[src/rtl/line_pwr_ctl.sv]
module line_pwr_ctl #(
  parameter int DWELL_CYC  = 1500,
  parameter int QUAL_CYC   = 50,
  parameter int SUPPLY_CYC = 5000
) (
  input  logic       clk,
  input  logic       rst_n,
  input  logic [1:0] lvl_code,
  input  logic       tx_bit,
  input  logic       force_on,
  input  logic       force_off_n,
  input  logic       rx_off,
  output logic       line_active,
  output logic       drv_data,
  output logic       drv_oe,
  output logic       rcv_data,
  output logic       rcv_oe,
  output logic [1:0] pwr_state,
  output logic       auto_down
);

  localparam logic [1:0] LV_DEAD = 2'b00;
  localparam logic [1:0] LV_LOW  = 2'b01;
  localparam logic [1:0] LV_HIGH = 2'b10;
  localparam logic [1:0] LV_MID  = 2'b11;

  localparam int DW = $clog2(DWELL_CYC + 1);
  localparam int QW = $clog2(QUAL_CYC + 1);
  localparam int SW = $clog2(SUPPLY_CYC + 1);

  localparam logic [DW-1:0] DWELL_LAST = DW'(DWELL_CYC);
  localparam logic [QW-1:0] QUAL_LAST  = QW'(QUAL_CYC - 1);
  localparam logic [SW-1:0] SUP_LAST   = SW'(SUPPLY_CYC - 1);

  logic [DW-1:0] dwell_cnt;
  logic [QW-1:0] qual_cnt;
  logic [SW-1:0] sup_cnt;
  logic          sup_rdy;

  wire is_valid  = (lvl_code == LV_LOW) || (lvl_code == LV_HIGH);
  wire is_dead   = (lvl_code == LV_DEAD);
  wire auto_mode = force_off_n & ~force_on;
  wire forced    = force_off_n & force_on;

  // line activity: dwell timer on the dead band, qualify timer on valid levels
  always_ff @(posedge clk) begin
    if (!rst_n) begin
      line_active <= 1'b0;
      dwell_cnt   <= '0;
      qual_cnt    <= '0;
    end else if (is_valid) begin
      dwell_cnt <= '0;
      if (line_active) begin
        qual_cnt <= '0;
      end else if (qual_cnt == QUAL_LAST) begin
        line_active <= 1'b1;
        qual_cnt    <= '0;
      end else begin
        qual_cnt <= qual_cnt + QW'(1);
      end
    end else if (is_dead) begin
      qual_cnt <= '0;
      if (line_active) begin
        if (dwell_cnt == DWELL_LAST) begin
          line_active <= 1'b0;
          dwell_cnt   <= '0;
        end else begin
          dwell_cnt <= dwell_cnt + DW'(1);
        end
      end
    end else begin
      qual_cnt <= '0;
    end
  end

  // supply settling before the driver is enabled in automatic mode
  always_ff @(posedge clk) begin
    if (!rst_n) begin
      sup_rdy <= 1'b0;
      sup_cnt <= '0;
    end else if (forced) begin
      sup_rdy <= 1'b1;
      sup_cnt <= '0;
    end else if (auto_mode && line_active && !sup_rdy) begin
      if (sup_cnt == SUP_LAST) begin
        sup_rdy <= 1'b1;
        sup_cnt <= '0;
      end else begin
        sup_cnt <= sup_cnt + SW'(1);
      end
    end else if (!force_off_n || !line_active) begin
      sup_rdy <= 1'b0;
      sup_cnt <= '0;
    end
  end

  assign drv_oe    = forced | (auto_mode & line_active & sup_rdy);
  assign drv_data  = drv_oe & ~tx_bit;
  assign auto_down = auto_mode & ~drv_oe;
  assign pwr_state = !force_off_n ? 2'b00 : (force_on ? 2'b01 : 2'b10);

  assign rcv_oe   = ~rx_off;
  assign rcv_data = rcv_oe & (lvl_code != LV_HIGH);

  assert_fall_dead_R2: assert property (@(posedge clk) disable iff (!rst_n)
    $fell(line_active) |-> $past(lvl_code) == LV_DEAD);

  assert_rise_valid_R4: assert property (@(posedge clk) disable iff (!rst_n)
    $rose(line_active) |-> ($past(lvl_code) == LV_LOW || $past(lvl_code) == LV_HIGH));

  assert_mid_hold_R3: assert property (@(posedge clk) disable iff (!rst_n)
    lvl_code == LV_MID |=> $stable(line_active));

  assert_auto_idle_off_R7: assert property (@(posedge clk) disable iff (!rst_n)
    (auto_mode && !line_active) |-> !drv_oe);

  assert_supply_wait_R8: assert property (@(posedge clk) disable iff (!rst_n)
    ($rose(drv_oe) && auto_mode && $past(auto_mode)) |-> $past(line_active));

endmodule

[config.mk]
export PLATFORM = sky130hd
export DESIGN_NAME = line_pwr_ctl
export DESIGN_NICKNAME = d
export VERILOG_FILES = /design/src/rtl/line_pwr_ctl.sv
export SDC_FILE = /design/constraint.sdc
export NUM_CORES = 1
export LEC_CHECK = 0
export BUFFER_PORTS_ARGS = -buffer_cell sky130_fd_sc_hd__buf_4
export CORE_MARGIN = 2
export CORE_UTILIZATION = 60
export CTS_BUF_LIST = sky130_fd_sc_hd__clkbuf_4
export DETAILED_ROUTE_END_ITERATION = 16
export HOLD_SLACK_MARGIN = 0.1
export PLACE_DENSITY = 0.77
export SLEW_MARGIN = 30
export SYNTH_ARGS = -nofsm -noshare
export SYNTH_HDL_FRONTEND = slang
export SYNTH_SLANG_ARGS = --single-unit
[constraint.sdc]
create_clock -name clk -period 3.3 [get_ports clk]
set_input_delay 0.66 -clock clk [delete_from_list [all_inputs] [get_ports clk]]
set_output_delay 0.66 -clock clk [all_outputs]
set_load 0.03 [all_outputs]
Word level (Yosys, flattened, before mapping)
Index checks and enable logic that the tools add are counted.
- flip-flop bits (word level): 32
- bits of input ports: 8
- output and inout bits: 8
- word-level logic and storage cells: 61
- add/sub/neg operators: 3
- equality and inequality tests: 7
- multiplexer cells: 16
- bitwise logic cells: 14
- reductions and logical operators: 16
- operator list (kind ; count):
    13-bit two-way mux ; 3
    13-bit by 1-bit adder with 13-bit output (second input constant) ; 1
    13-bit == test (second input constant) ; 1
    11-bit by 1-bit adder with 11-bit output (second input constant) ; 1
    11-bit == test (second input constant) ; 1
    11-bit two-way mux ; 1
    1-bit two-way mux ; 10
    1-bit AND ; 7
    6-bit by 1-bit adder with 6-bit output (second input constant) ; 1
    6-bit == test (second input constant) ; 1
    1-bit NOT ; 6
    2-bit two-way mux ; 2
    2-bit AND reduction ; 2
    2-bit nonzero test ; 2
    2-bit OR reduction ; 2
    4-bit OR reduction ; 1
    1-bit logical NOT ; 3
    3-bit by 2-bit inequality test with 1-bit output (second input constant) ; 1
    3-bit nonzero test ; 1
    2-bit by 1-bit == test with 1-bit output (second input constant) ; 1
    2-bit == test (second input constant) ; 1
    1-bit logical AND ; 2
    2-bit logical NOT ; 1
    1-bit logical OR ; 2
    2 further kinds ; 2

Depth between registers and ports, before layout
- word-level depth: 7
- gate-level depth with buffers: 7
- gate-level depth less buffers: 6

Least setup slack after synthesis
OpenSTA, ideal clock, no wires.
- path kind: reg-to-output
- start: reg line_active
- end: out drv_data
- arrival: 1.778 ns
- required time: 2.640 ns
- setup slack: 0.862 ns
- cell stages (with the launch flop): 5
- buffers on the path: 1
- cells stage by stage: dfxtp_1 -> clkbuf_1 -> and2_1 -> o21a_1 -> nor2b_1
- longest elaborated chain between the ends: 4
- RTL lines (what ; line ; RTL):
    from (decl) ; 13 ; output logic line_active,
    from (signal assigned) ; 48 ; line_active <= 1'b0;
    from (signal assigned) ; 56 ; line_active <= 1'b1;
    from (signal assigned) ; 65 ; line_active <= 1'b0;
    1-bit AND (2 in series) ; 97 ; assign drv_oe = forced | (auto_mode & line_active & sup_rdy);
    1-bit OR ; 97 ;
    net drv_oe ; 15 ; output logic drv_oe,
    1-bit AND ; 98 ; assign drv_data = drv_oe & ~tx_bit;
    to (decl) ; 14 ; output logic drv_data,
The timed path passes the listed nets, and every way through them passes these cells.

Final worst setup path
- start: reg line_active
- end: out drv_data
- longest elaborated chain between the ends: 4
- RTL lines (what ; line):
    1-bit AND (2 in series) ; 97
    1-bit OR ; 97
    1-bit AND ; 98
Every way passes these cells.

==> metrics.md <==
| Metric | Value |
|---|---|
| Iter 0 DRT Violations | `57` |
| Antenna Violating Nets Remaining | `0` |
| Required arrival time at the worst endpoint | `between 2000 and 3000 ps` |
| Post-Route Utilization | `69.2%` |
| Terminating pin of the worst hold path | `qual_cnt[0]` |
| Flops & latches, synth | `32` |
| Clock buffers created by TritonCTS | `5` |
| Setup slack of the critical path after layout | `1080 ps` |
| Startpoint of the tightest hold check path | `qual_cnt[0]` |
| Capture instance of the worst register-to-register path | `sup_cnt[7]` |
| Last weighted congestion value of the routability-driven placer | `0.849` |
| Post-CTS repair timing setup buffer count | `0` |
| Fmax | `roughly 450 MHz` |
| Post-synthesis net count | `between 200 and 250` |
| Bufs and invs on worst path | `1` |
| Worst-margin pin slew | `599 ps` |
| R2R Path Start | `line_active` |
| Post-place setup slack | `1130 ps` |
| Total via count in the routed design | `1531` |
| Share of Yosys cell area claimed by the top area cell type | `37.3%` |
| Total Negative Setup Slacks | `0 ps` |
| H-Tree Depth | `2` |
| Deepest clock path buffer count | `2` |
| Layout Area Growth over Synthesis | `10.1%` |
| Total count of hold-check failures in the final report | `0` |
| Final-report max-slew violation count | `0` |
| Highest fanout seen on the critical path | `13` |
| Crit path kind | `flop to primary output` |
| Worst rel slew slack | `~60%` |
| Number of global-route vias before repair | `1450` |
| Number of antenna diodes | `0` |
| Core outline area | `2730 µm²` |
| Largest voltage drop on the vdd net | `387 µV` |
| Yosys top cell by area | `dfxtp_1` |
| Total global routing overflow | `0` |
| CP Capture Type | `primary output` |
| Average size of a mapped cell | `8.43 µm²` |
| Met1 routing resource usage after global routing | `28.0%` |
| Number of placement rows | `19` |
| Post-layout min period | `2220 ps` |
| Antenna violations before repair | `0` |
| First-pass GRT wire length | `6.16 mm` |
| Cell-by-cell listing of the critical path | `and2_1 -> o21a_1 -> nor2b_1 -> buf_4` |
| Die outline height | `57.5 µm` |
| Count of buffers from port buffering | `15` |
| Met3 Usage GRT | `7.71%` |
| Average routed wire per standard cell | `~15 µm` |
| Portion of the post-synthesis area used by sequential elements | `37.3%` |
| Total length of routed wires | `3.67 mm` |
| Min Hold Slack | `501 ps` |
| Vias per std cell | `6.10` |
| Number of standard cells after synthesis | `204` |
| Summed instance area of the synthesized netlist | `1720 µm²` |
| Crit path DAT | `1560 ps` |
| Final number of setup-violating endpoints | `0` |
| Count of clock tree sinks | `32` |
| Grt met2 use | `40.7%` |
| Total GRT Usage | `24.0%` |
| Dominant cells by area after synthesis | `dfxtp_1 37%, ha_1 5.8%, nor2_1 5.2%` |
| Number of ports placed on the die boundary | `16` |
| Most Crowded Layer GR | `met2` |
| Die width | `57.5 µm` |
| Length of the first detailed-routing pass in iterations | `4` |
| Post-cts hold buffer count | `0` |
| Pin count of the biggest net entering global routing | `17` |
| Layout cell share with drive strength beyond 1 | `around 11%` |
| Class of the most critical hold timing path | `flop to flop` |
| Die Footprint | `3310 µm²` |
| Clk pin slew, worst setup/hold paths | `90 ps` |
| Number of cell instances on the worst register-to-register path | `3` |
| Max stage delay cell, worst path | `dfxtp_1` |
| Slowest cell delay on critical path | `~580 ps` |
| WHS Path Cells | `1` |
| Number of gates resized after cts | `0` |
| Total power | `~670 µW` |
| Final period utilization | `67.4%` |
| Clock tree from TritonCTS | `yes` |
| Power density cells | `351 nW/µm²` |
| Buffer type at the clock tree root | `clkbuf_4` |
| Number of DRC violations after detailed routing | `0` |
| Effective utilization at floorplan | `62.9%` |
| Status | `finished, final reports clean` |
| Max-cap viol count | `0` |
| Nets@finish | `235` |
| Leak pwr | `0.000677 µW` |
| Library cells used by synthesis | `44` |
| Number of warnings issued by yosys | `0` |
| Element type at the critical path start | `flop` |
| Category of cells accounting for the largest share of critical-path delay | `flip-flops` |
| Unrepaired setup endpoints after global routing | `no` |
| Clock Skew | `around 4.6 ps` |
| Clock latency of the later-clocked register in the worst-skew pair | `about 320 ps` |
| Worst-case register-to-register setup slack | `1440 ps` |
| Post-detail-place hpwl | `roughly 2.7 mm` |
how the worst max path moves through the flow:
stage                     cells after the start  slack [ps]   startpoint          to
final                                         4        1080  line_active    drv_data
after global routing                          4         960  line_active    drv_data
after CTS                                     4        1070  line_active    drv_data
after detailed placement                      5        1130  force_off_n  sup_cnt[7]
after global placement                        5        1180  force_off_n  sup_cnt[7]
after floorplan                               4         860  line_active    drv_data
metal layers:
| metal | up-vias | wire length (µm) |
|---|---|---|
| li1 | 766 | - |
| met1 | 715 | 1540 |
| met2 | 43 | 1890 |
| met3 | 7 | 181 |
| met4 | 0 | 55 |
| met5 | - | 0 |
cells in the mapped netlist:
cell	number
and4b_1	1
nor3_1	6
o211ai_1	6
nand3b_1	5
o311ai_1	1
and4_1	2
or4b_1	1
nor2b_1	3
a21boi_0	1
nor2b_4	1
clkbuf_1	3
o211a_1	1
nor2_1	24
a311oi_1	1
and2_0	1
and2_1	3
and3_1	4
nand4b_1	1
nor4_1	2
o2111a_1	1
a31oi_1	4
a21oi_1	3
nor3b_1	2
nand4_1	11
nand2_1	17
a32oi_1	1
a21bo_2	1
ha_1	8
nand3_1	16
xor2_1	10
nor4bb_1	1
inv_1	9
o21a_1	1
o31ai_1	1
nor4b_1	1
dfxtp_1	32
or3_1	3
and3b_1	1
o2111ai_1	1
xnor2_1	6
buf_4	2
buf_2	3
a21boi_1	1
or3b_1	1
flip-flops by register name (all words and copies together) (netlist names):
signal / count
qual_cnt: 6
line_active: 1
dwell_cnt: 11
sup_rdy: 1
sup_cnt: 13
layout make-up:
cell class / instances / area (µm²)
Inverter: 9 / 33.8
Tap cell: 31 / 38.8
Clock inverter: 1 / 3.75
Fill cell: 216 / 841
Timing Repair Buffer: 16 / 120
Clock buffer: 7 / 52.6
Sequential cell: 32 / 641
Multi-Input combinational cell: 155 / 1000
stage by stage:
stage | std cells | instance area (µm²)
after floorplan | 204 | 1720
final | 251 | 1890
after global routing | 251 | 1890
after CTS | 251 | 1890
after global placement | 243 | 1840
after detailed placement | 243 | 1840
layout by cell type (no fill, tap or decap), types with 2 or more instances in the layout:
cell	instances
ha_1	8
and3_1	4
nor2_1	24
dfxtp_1	32
nor3_1	6
or3_1	3
xnor2_1	6
nor2b_1	3
nand3_1	16
a21oi_1	3
nor3b_1	2
buf_4	16
nand2_1	17
xor2_1	10
clkbuf_4	7
and4_1	2
nand4_1	11
nor4_1	2
inv_1	9
o211ai_1	6
and2_1	3
nand3b_1	5
a31oi_1	4
report_power, final:
group | total, µW | switching [µW] | internal [µW]
logic | 55.5 | 33.8 | 21.6
clock network | 219 | 121 | 98.2
registers | 391 | 2.47 | 388
cell families after synthesis:
group | count (synthesis) | share of synthesized area (%)
AOI/OAI and AO/OA | 24 | 10.6
DFF | 32 | 37.3
and+or+nand+nor | 107 | 33.8
xor gates and xnor gates | 16 | 8.15
buffers and inverters | 17 | 4.37
adders and majority gates | 8 | 5.82
Power figures use the tool's default switching activity.
